==> src/rtl/annun_pkg.sv <==
package annun_pkg;
  localparam int ADDR_W       = 4;
  localparam int DATA_W       = 8;
  localparam int GROUPS       = 3;
  localparam int SEGS_PER_GRP = 4;
  localparam int NUM_LED      = 3;
  localparam int NUM_PORT     = 3;
  localparam int FRAME_CNT_W  = 6;
  localparam int NUM_SEG      = GROUPS * SEGS_PER_GRP;
endpackage

==> src/rtl/annun_regfile.sv <==
module annun_regfile #(
  parameter int ADDR_W   = annun_pkg::ADDR_W,
  parameter int DATA_W   = annun_pkg::DATA_W,
  parameter int GROUPS   = annun_pkg::GROUPS,
  parameter int NUM_LED  = annun_pkg::NUM_LED,
  parameter int NUM_PORT = annun_pkg::NUM_PORT
) (
  input  logic                          clk,
  input  logic                          rst_n,
  input  logic                          wr_en,
  input  logic [ADDR_W-1:0]             wr_addr,
  input  logic [DATA_W-1:0]             wr_data,
  output logic [GROUPS-1:0][DATA_W-1:0] grp_q,
  output logic [NUM_LED-1:0]            led_q,
  output logic [NUM_PORT-1:0]           port_q
);
  localparam logic [ADDR_W-1:0] PIN_ADDR = ADDR_W'(GROUPS);

  for (genvar g = 0; g < GROUPS; g++) begin : g_grp
    localparam logic [ADDR_W-1:0] MY_ADDR = ADDR_W'(g);
    always_ff @(posedge clk) begin
      if (!rst_n)
        grp_q[g] <= '0;
      else if (wr_en && wr_addr == MY_ADDR)
        grp_q[g] <= wr_data;
    end
  end

  always_ff @(posedge clk) begin
    if (!rst_n) begin
      led_q  <= '0;
      port_q <= '0;
    end else if (wr_en && wr_addr == PIN_ADDR) begin
      led_q  <= wr_data[NUM_LED-1:0];
      port_q <= wr_data[NUM_LED +: NUM_PORT];
    end
  end

  AST_HIGH_ADDR_HOLD: assert property (@(posedge clk) disable iff (!rst_n)
    (wr_en && wr_addr > PIN_ADDR) |=> ($stable(grp_q) && $stable(led_q) && $stable(port_q)));

  AST_IDLE_HOLD: assert property (@(posedge clk) disable iff (!rst_n)
    (!wr_en && $past(rst_n)) |=> ($stable(grp_q) && $stable(led_q) && $stable(port_q)));
endmodule

==> src/rtl/annun_blink_timer.sv <==
module annun_blink_timer #(
  parameter int CNT_W = annun_pkg::FRAME_CNT_W
) (
  input  logic clk,
  input  logic rst_n,
  input  logic frame_tick,
  output logic dark_half
);
  logic [CNT_W-1:0] frame_cnt;

  always_ff @(posedge clk) begin
    if (!rst_n)
      frame_cnt <= '0;
    else if (frame_tick)
      frame_cnt <= frame_cnt + 1'b1;
  end

  assign dark_half = frame_cnt[CNT_W-1];

  AST_CNT_STEP: assert property (@(posedge clk) disable iff (!rst_n)
    frame_tick |=> frame_cnt == CNT_W'($past(frame_cnt) + 1'b1));

  AST_CNT_HOLD: assert property (@(posedge clk) disable iff (!rst_n)
    (!frame_tick && $past(rst_n)) |=> $stable(frame_cnt));
endmodule

==> src/rtl/annun_seg_stage.sv <==
module annun_seg_stage #(
  parameter int DATA_W       = annun_pkg::DATA_W,
  parameter int GROUPS       = annun_pkg::GROUPS,
  parameter int SEGS_PER_GRP = annun_pkg::SEGS_PER_GRP
) (
  input  logic                               clk,
  input  logic                               rst_n,
  input  logic [GROUPS-1:0][DATA_W-1:0]      grp_q,
  input  logic                               dark_half,
  output logic [GROUPS*SEGS_PER_GRP-1:0]     seg
);
  for (genvar g = 0; g < GROUPS; g++) begin : g_grp
    for (genvar k = 0; k < SEGS_PER_GRP; k++) begin : g_seg
      localparam int DBIT = DATA_W - 2 - 2 * k;
      localparam int BBIT = DATA_W - 1 - 2 * k;
      logic on_bit, blink_en;
      assign on_bit   = grp_q[g][DBIT];
      assign blink_en = grp_q[g][BBIT];
      assign seg[g*SEGS_PER_GRP + k] = on_bit & ~(blink_en & dark_half);

      AST_STEADY_LIT: assert property (@(posedge clk) disable iff (!rst_n)
        (on_bit && !blink_en) |-> seg[g*SEGS_PER_GRP + k]);
    end
  end

  AST_DARK_HALF_MASK: assert property (@(posedge clk) disable iff (!rst_n)
    (dark_half && grp_q[0][DATA_W-1]) |-> !seg[0]);
endmodule

==> src/rtl/annun_led_ctrl.sv <==
module annun_led_ctrl #(
  parameter int ADDR_W       = annun_pkg::ADDR_W,
  parameter int DATA_W       = annun_pkg::DATA_W,
  parameter int GROUPS       = annun_pkg::GROUPS,
  parameter int SEGS_PER_GRP = annun_pkg::SEGS_PER_GRP,
  parameter int NUM_LED      = annun_pkg::NUM_LED,
  parameter int NUM_PORT     = annun_pkg::NUM_PORT,
  parameter int CNT_W        = annun_pkg::FRAME_CNT_W
) (
  input  logic                           clk,
  input  logic                           rst_n,
  input  logic                           wr_valid,
  output logic                           wr_ready,
  input  logic [ADDR_W-1:0]              wr_addr,
  input  logic [DATA_W-1:0]              wr_data,
  input  logic                           frame_tick,
  output logic [GROUPS*SEGS_PER_GRP-1:0] aseg,
  output logic [NUM_LED-1:0]             led_n,
  output logic [NUM_PORT-1:0]            port_out
);
  localparam logic [ADDR_W-1:0] PIN_ADDR = ADDR_W'(GROUPS);

  logic                          wr_en;
  logic [GROUPS-1:0][DATA_W-1:0] grp_q;
  logic [NUM_LED-1:0]            led_q;
  logic [NUM_PORT-1:0]           port_q;
  logic                          dark_half;

  assign wr_ready = rst_n;
  assign wr_en    = wr_valid & wr_ready;

  annun_regfile #(
    .ADDR_W(ADDR_W), .DATA_W(DATA_W), .GROUPS(GROUPS),
    .NUM_LED(NUM_LED), .NUM_PORT(NUM_PORT)
  ) u_regs (
    .clk(clk), .rst_n(rst_n), .wr_en(wr_en), .wr_addr(wr_addr),
    .wr_data(wr_data), .grp_q(grp_q), .led_q(led_q), .port_q(port_q)
  );

  annun_blink_timer #(.CNT_W(CNT_W)) u_timer (
    .clk(clk), .rst_n(rst_n), .frame_tick(frame_tick), .dark_half(dark_half)
  );

  annun_seg_stage #(
    .DATA_W(DATA_W), .GROUPS(GROUPS), .SEGS_PER_GRP(SEGS_PER_GRP)
  ) u_segs (
    .clk(clk), .rst_n(rst_n), .grp_q(grp_q), .dark_half(dark_half), .seg(aseg)
  );

  assign led_n    = ~led_q;
  assign port_out = port_q;

  AST_LED_INVERT: assert property (@(posedge clk) disable iff (!rst_n)
    (wr_en && wr_addr == PIN_ADDR) |=> led_n == ~$past(wr_data[NUM_LED-1:0]));

  AST_PORT_DIRECT: assert property (@(posedge clk) disable iff (!rst_n)
    (wr_en && wr_addr == PIN_ADDR) |=> port_out == $past(wr_data[NUM_LED +: NUM_PORT]));

  AST_GROUP0_OFF: assert property (@(posedge clk) disable iff (!rst_n)
    (wr_en && wr_addr == '0 && wr_data == '0) |=> aseg[SEGS_PER_GRP-1:0] == '0);

  AST_READY_HIGH: assert property (@(posedge clk) disable iff (!rst_n)
    wr_ready);

  AST_RESET_PINS: assert property (@(posedge clk)
    $past(!rst_n) |-> (aseg == '0 && led_n == '1 && port_out == '0));
endmodule

==> config.mk <==
export PLATFORM = sky130hd
export DESIGN_NAME = annun_led_ctrl
export DESIGN_NICKNAME = d
export VERILOG_FILES = /design/src/rtl/annun_pkg.sv /design/src/rtl/annun_regfile.sv /design/src/rtl/annun_blink_timer.sv /design/src/rtl/annun_seg_stage.sv /design/src/rtl/annun_led_ctrl.sv
export SDC_FILE = /design/constraint.sdc
export NUM_CORES = 1
export LEC_CHECK = 0
export BUFFER_PORTS_ARGS = -buffer_cell sky130_fd_sc_hd__buf_2
export CORE_MARGIN = 2
export CORE_UTILIZATION = 50
export DETAILED_ROUTE_END_ITERATION = 7
export PLACE_DENSITY = 0.86
export SYNTH_ARGS = -nofsm -noshare
export SYNTH_HDL_FRONTEND = slang
export SYNTH_SLANG_ARGS = --single-unit
==> constraint.sdc <==
create_clock -name clk -period 3.1 [get_ports clk]
set_clock_uncertainty 0.1 [all_clocks]
set_input_delay 0.62 -clock clk [delete_from_list [all_inputs] [get_ports clk]]
set_output_delay 0.62 -clock clk [all_outputs]
set_load 0.1 [all_outputs]
# [Word level (Yosys, flattened, before mapping)]
# Index checks and enable logic that the tools add are counted.
# Widths: inputs -> output; s select.
[word_totals] register_bits=36 latchBits=0 ram_bits=0 romBits=0 out_inout_bits=19 word_cells=53 n_memories=0
[classes] add_sub_neg=1 n_mul=0 div_mod_pow=0 order_cmp=0 n_eq_ne=3 shifts=0 muxes=0 bitwise=38 n_reduce_logical=5
[op_table] op="$and 1x1->1" count=25
[op_table] op="$not 1->1" count=12
[op_table] op="$eq 4x2->1 const B" count=2
[op_table] op="$add 6x1->6 const B" count=1
[op_table] op="$eq 4x1->1 const B" count=1
[op_table] op="$logic_and 1x1->1" count=4
[op_table] op="$logic_not 4->1" count=1
[op_table] op="$not 3->3" count=1

# [Longest topological paths before layout]
[depth] ltp_word=3 depth_mapped=6 ltp_nobuf=4

# [By module]
# Synthesis repeated with hierarchy kept, for this count alone.
[unflattened] hier_cells=152 hier_area_um2=1561.5
[modules_own_cells] module="annun_regfile" instances=1 cells_each=110 area_per_inst_um2=1143.6 seq_area_each_um2=600.6
[modules_own_cells] module="annun_blink_timer" instances=1 cells_each=24 area_per_inst_um2=254.0 seq_area_each_um2=120.1
[modules_own_cells] module="annun_seg_stage" instances=1 cells_each=13 area_per_inst_um2=138.9 seq_area_each_um2=0.0
[modules_own_cells] module="annun_led_ctrl" instances=1 cells_each=5 area_per_inst_um2=25.0 seq_area_each_um2=0.0

# [Worst setup path after synthesis]
# OpenSTA, ideal clock, no wires.
[synth_timing] kind="reg2out" startpoint="register u_timer.frame_cnt[5]" endpoint="output port aseg[5]" t_arrival_ps=2682 t_required_ps=2380 slack_ps=-302 path_stages_with_launch=3 n_path_buf=1 path_cell_list="dfxtp_1 clkbuf_1 a21boi_0"
[synth_between] elab_chain_len=3
[synth_lines] element="start, declared" line="annun_blink_timer.sv:9" rtl="logic [CNT_W-1:0] frame_cnt;"
[synth_lines] element="start signal, assigned" line="annun_blink_timer.sv:15" rtl="frame_cnt <= frame_cnt + 1'b1;"
[synth_lines] element="$and 1x1->1" line="annun_seg_stage.sv:19" rtl="assign seg[g*SEGS_PER_GRP + k] = on_bit & ~(blink_en & dark_half);"
[synth_lines] element="$not 1->1" line="annun_seg_stage.sv:19"
[synth_lines] element="$and 1x1->1" line="annun_seg_stage.sv:19"
[synth_lines] element="end, declared" line="annun_led_ctrl.sv:17" rtl="output logic [GROUPS*SEGS_PER_GRP-1:0] aseg,"
# No other way between the ends.

# [Worst setup path after layout]
# Ends and elaborated chain as after synthesis.

==> flow_summary.yaml <==
clock_network:
  root_buffer: "clkbuf_4"
  clk_latency_ns: 0.34
  clkTransAtPathRegs_ns: 0.10
  cts_setup_buffers: 0
  cts_tree: "built"
  ctsHoldBuffers: 0
  clock_path_buffers: 2
  ctsResizeCount: 0
  numClockSinks: 36
  numCtsBuffers: 5
  htree_num_levels: 2
timing:
  hold_violations: 0
  min_period_over_period: 0.732
  slew_violations: 0
  fin_crit_ns: 2.27
  finalSetupTns_ns: 0
  slew_headroom: 0.675
  fmax_ghz: 0.441
  setup_viol: 0
  rsz0062_at_grt: "false"
  whs_ns: 0.362
  worstMarginPinSlew_ns: 0.486
synth:
  synth_area_leaders: "dfxtp_1, mux2i_1, nand2_1"
  synth_warnings: 0
  synth_cell_types: 23
  synth_top_cell_by_area: "dfxtp_1"
  synth_top_area_share: 0.474
  synth_fp_nets: 180
  synth_area_sq_um: 1520
  syn_inst: 163
  ys_seq_area_frac: 0.474
  synth.avg_cell_area_sq_um: 9.33
  synth_seq_cells: 36
pwr:
  leakage_nw: 0.804
  vdd_drop_max_mv: 0.276
  powerDensity_nw_per_um2: 465
  p_total_mw: 0.801
placement:
  place_congestion: 0.739
  numPortBuffers: 34
  dpl.hpwl_um: 2130
  placed_cells: 219
critical_path:
  ff2ff_setup_slack_ns: 1.86
  arrival_ns: 1.55
  cp-start-kind: "register"
  cp_cell_sequence: "a21boi_0, buf_2"
  crit_path_end_kind: "primary output"
  cp_slowest_stage_delay_ns: 0.47
  crit_type: "register to primary output"
  cp-startpoint: "u_timer.frame_cnt[5]"
  r2r-start: "u_timer.frame_cnt[0]"
  reg2reg_to: "u_timer.frame_cnt[5]"
  cp.required_ns: 2.38
  crit_path_max_fanout: 14
  worst_r2r_path_depth: 3
  cp_slowest_cell: "dfxtp_1"
floorplanning:
  ioPinCount: 35
  die_width_um: 59.2
  die_y_um: 59.2
  rows: 20
  fp.coreArea_sq_um: 2980
  initial_core_util: 0.511
  die_area_sq_um: 3500
route:
  drt_iter0_drc: 34
  vias_per_cell: 5.28
  vias: 1198
  routed_wl_um: 2910
  wl_per_cell_um: 12.8
  final_antenna_net_count: 0
  dr.pass1.iters: 4
  route.detailed.drc: 0
global_route:
  grt_overflow: 0
  grtUsageTotal: 0.182
  grt_pass1_wl_um: 4770
  grt_pass1_vias: 1093
  antenna_found_initial: 0
  grt_max_degree: 45
min_path:
  min_to: "u_regs.grp_q[10]"
  hold_path_startpoint: "u_regs.grp_q[10]"
  hp-class: "register to register"
  holdPathStages: 2
finish:
  final_cell_mix: "nand2_1, dfxtp_1, buf_2, mux2i_1, a21boi_0"
  n_antenna_cell: 0
  fin_nets: 210
  area_growth_pct: 13.2
  stdcell_count: 227
  layout_commonest_cell: "nand2_1"
  drive_gt1_frac: 0.222
run_status:
  outcome: "finished clean"
job:
  maxCapViolations: 0
-- worst max path at each step --
stage	to	slack, ns	cells after the start
floorplan	aseg[5]	-0.30	2
finish	aseg[5]	0.83	2
global placement	u_regs.led_q[2]	1.08	4
CTS	aseg[5]	0.82	2
detailed placement	u_regs.led_q[1]	1.02	4
global route	aseg[5]	0.78	2
-- power by group --
group | switching [mW] | internal, mW | total (mW) | leakage [nW]
registers | 0.00379 | 0.468 | 0.472 | 0.291
logic | 0.0478 | 0.0200 | 0.0678 | 0.480
clock network | 0.149 | 0.112 | 0.261 | 0.0326
-- metrics by stage --
stage	instance area, sq um	utilization	setup WS, ns
after floorplan	1520	-	-0.302
after global placement	1660	0.558	1.08
after detailed placement	1660	0.558	1.02
after CTS	1720	0.578	0.820
after global routing	1720	0.578	0.780
final	1720	0.578	0.832
-- registers in the layout (all words and copies together), names as in the netlist --
signal / flops
u_regs.grp_q: 24
u_regs.led_q: 3
u_timer.frame_cnt: 6
u_regs.port_q: 3
-- metal layers --
| metal | GRT usage | vias to the layer above | routed length (um) |
|---|---|---|---|
| met1 | 0.233 | 554 | 1330 |
| met5 | 0 | - | 0 |
| met4 | 0.0682 | 0 | 34 |
| met2 | 0.292 | 37 | 1390 |
| met3 | 0.0502 | 6 | 156 |
| li1 | - | 601 | - |
-- logic make-up (layout without fill, tap and decap cells) --
logic type,count (synthesis),count (layout),synth area share
buf+inv,15,46,0.0584
xor+xnor,4,4,0.0230
fa+ha+maj,1,1,0.00822
mux,23,23,0.151
compound gates,22,22,0.0937
flops,36,36,0.474
simple gates,62,62,0.192
-- final cells by class --
class	instances	area, sq um
Multi-Input combinational cell	112	712
Sequential cell	36	721
Tap cell	33	41.3
Fill cell	247	1260
Inverter	3	11.3
Clock buffer	8	58.8
Timing Repair Buffer	35	178
-- worst max-delay path, delay by kind of cell, from the launching register on --
| family | cells | cell delay [ns] |
|---|---|---|
| DFF | 1 | 0.47 |
| buffers and inverters | 1 | 0.46 |
| AOI/OAI and AO/OA | 1 | 0.27 |
-- synth_stat cells --
master and count:
mux2i_1 23, nand3_1 8, a21boi_0 13, or3_1 1, buf_4 2, nor2_1 1, ha_1 1, and4bb_1 1
dfxtp_1 36, nand2_1 40, buf_6 3, nand4_1 2, and3_1 1, xor2_1 1, nand3b_2 2, xnor2_1 3
clkbuf_1 5, o21ai_0 9, buf_2 2, and2_0 1, nor2b_1 1, and2_1 4, inv_1 3
No activity file was read; power rests on OpenSTA's default activity.
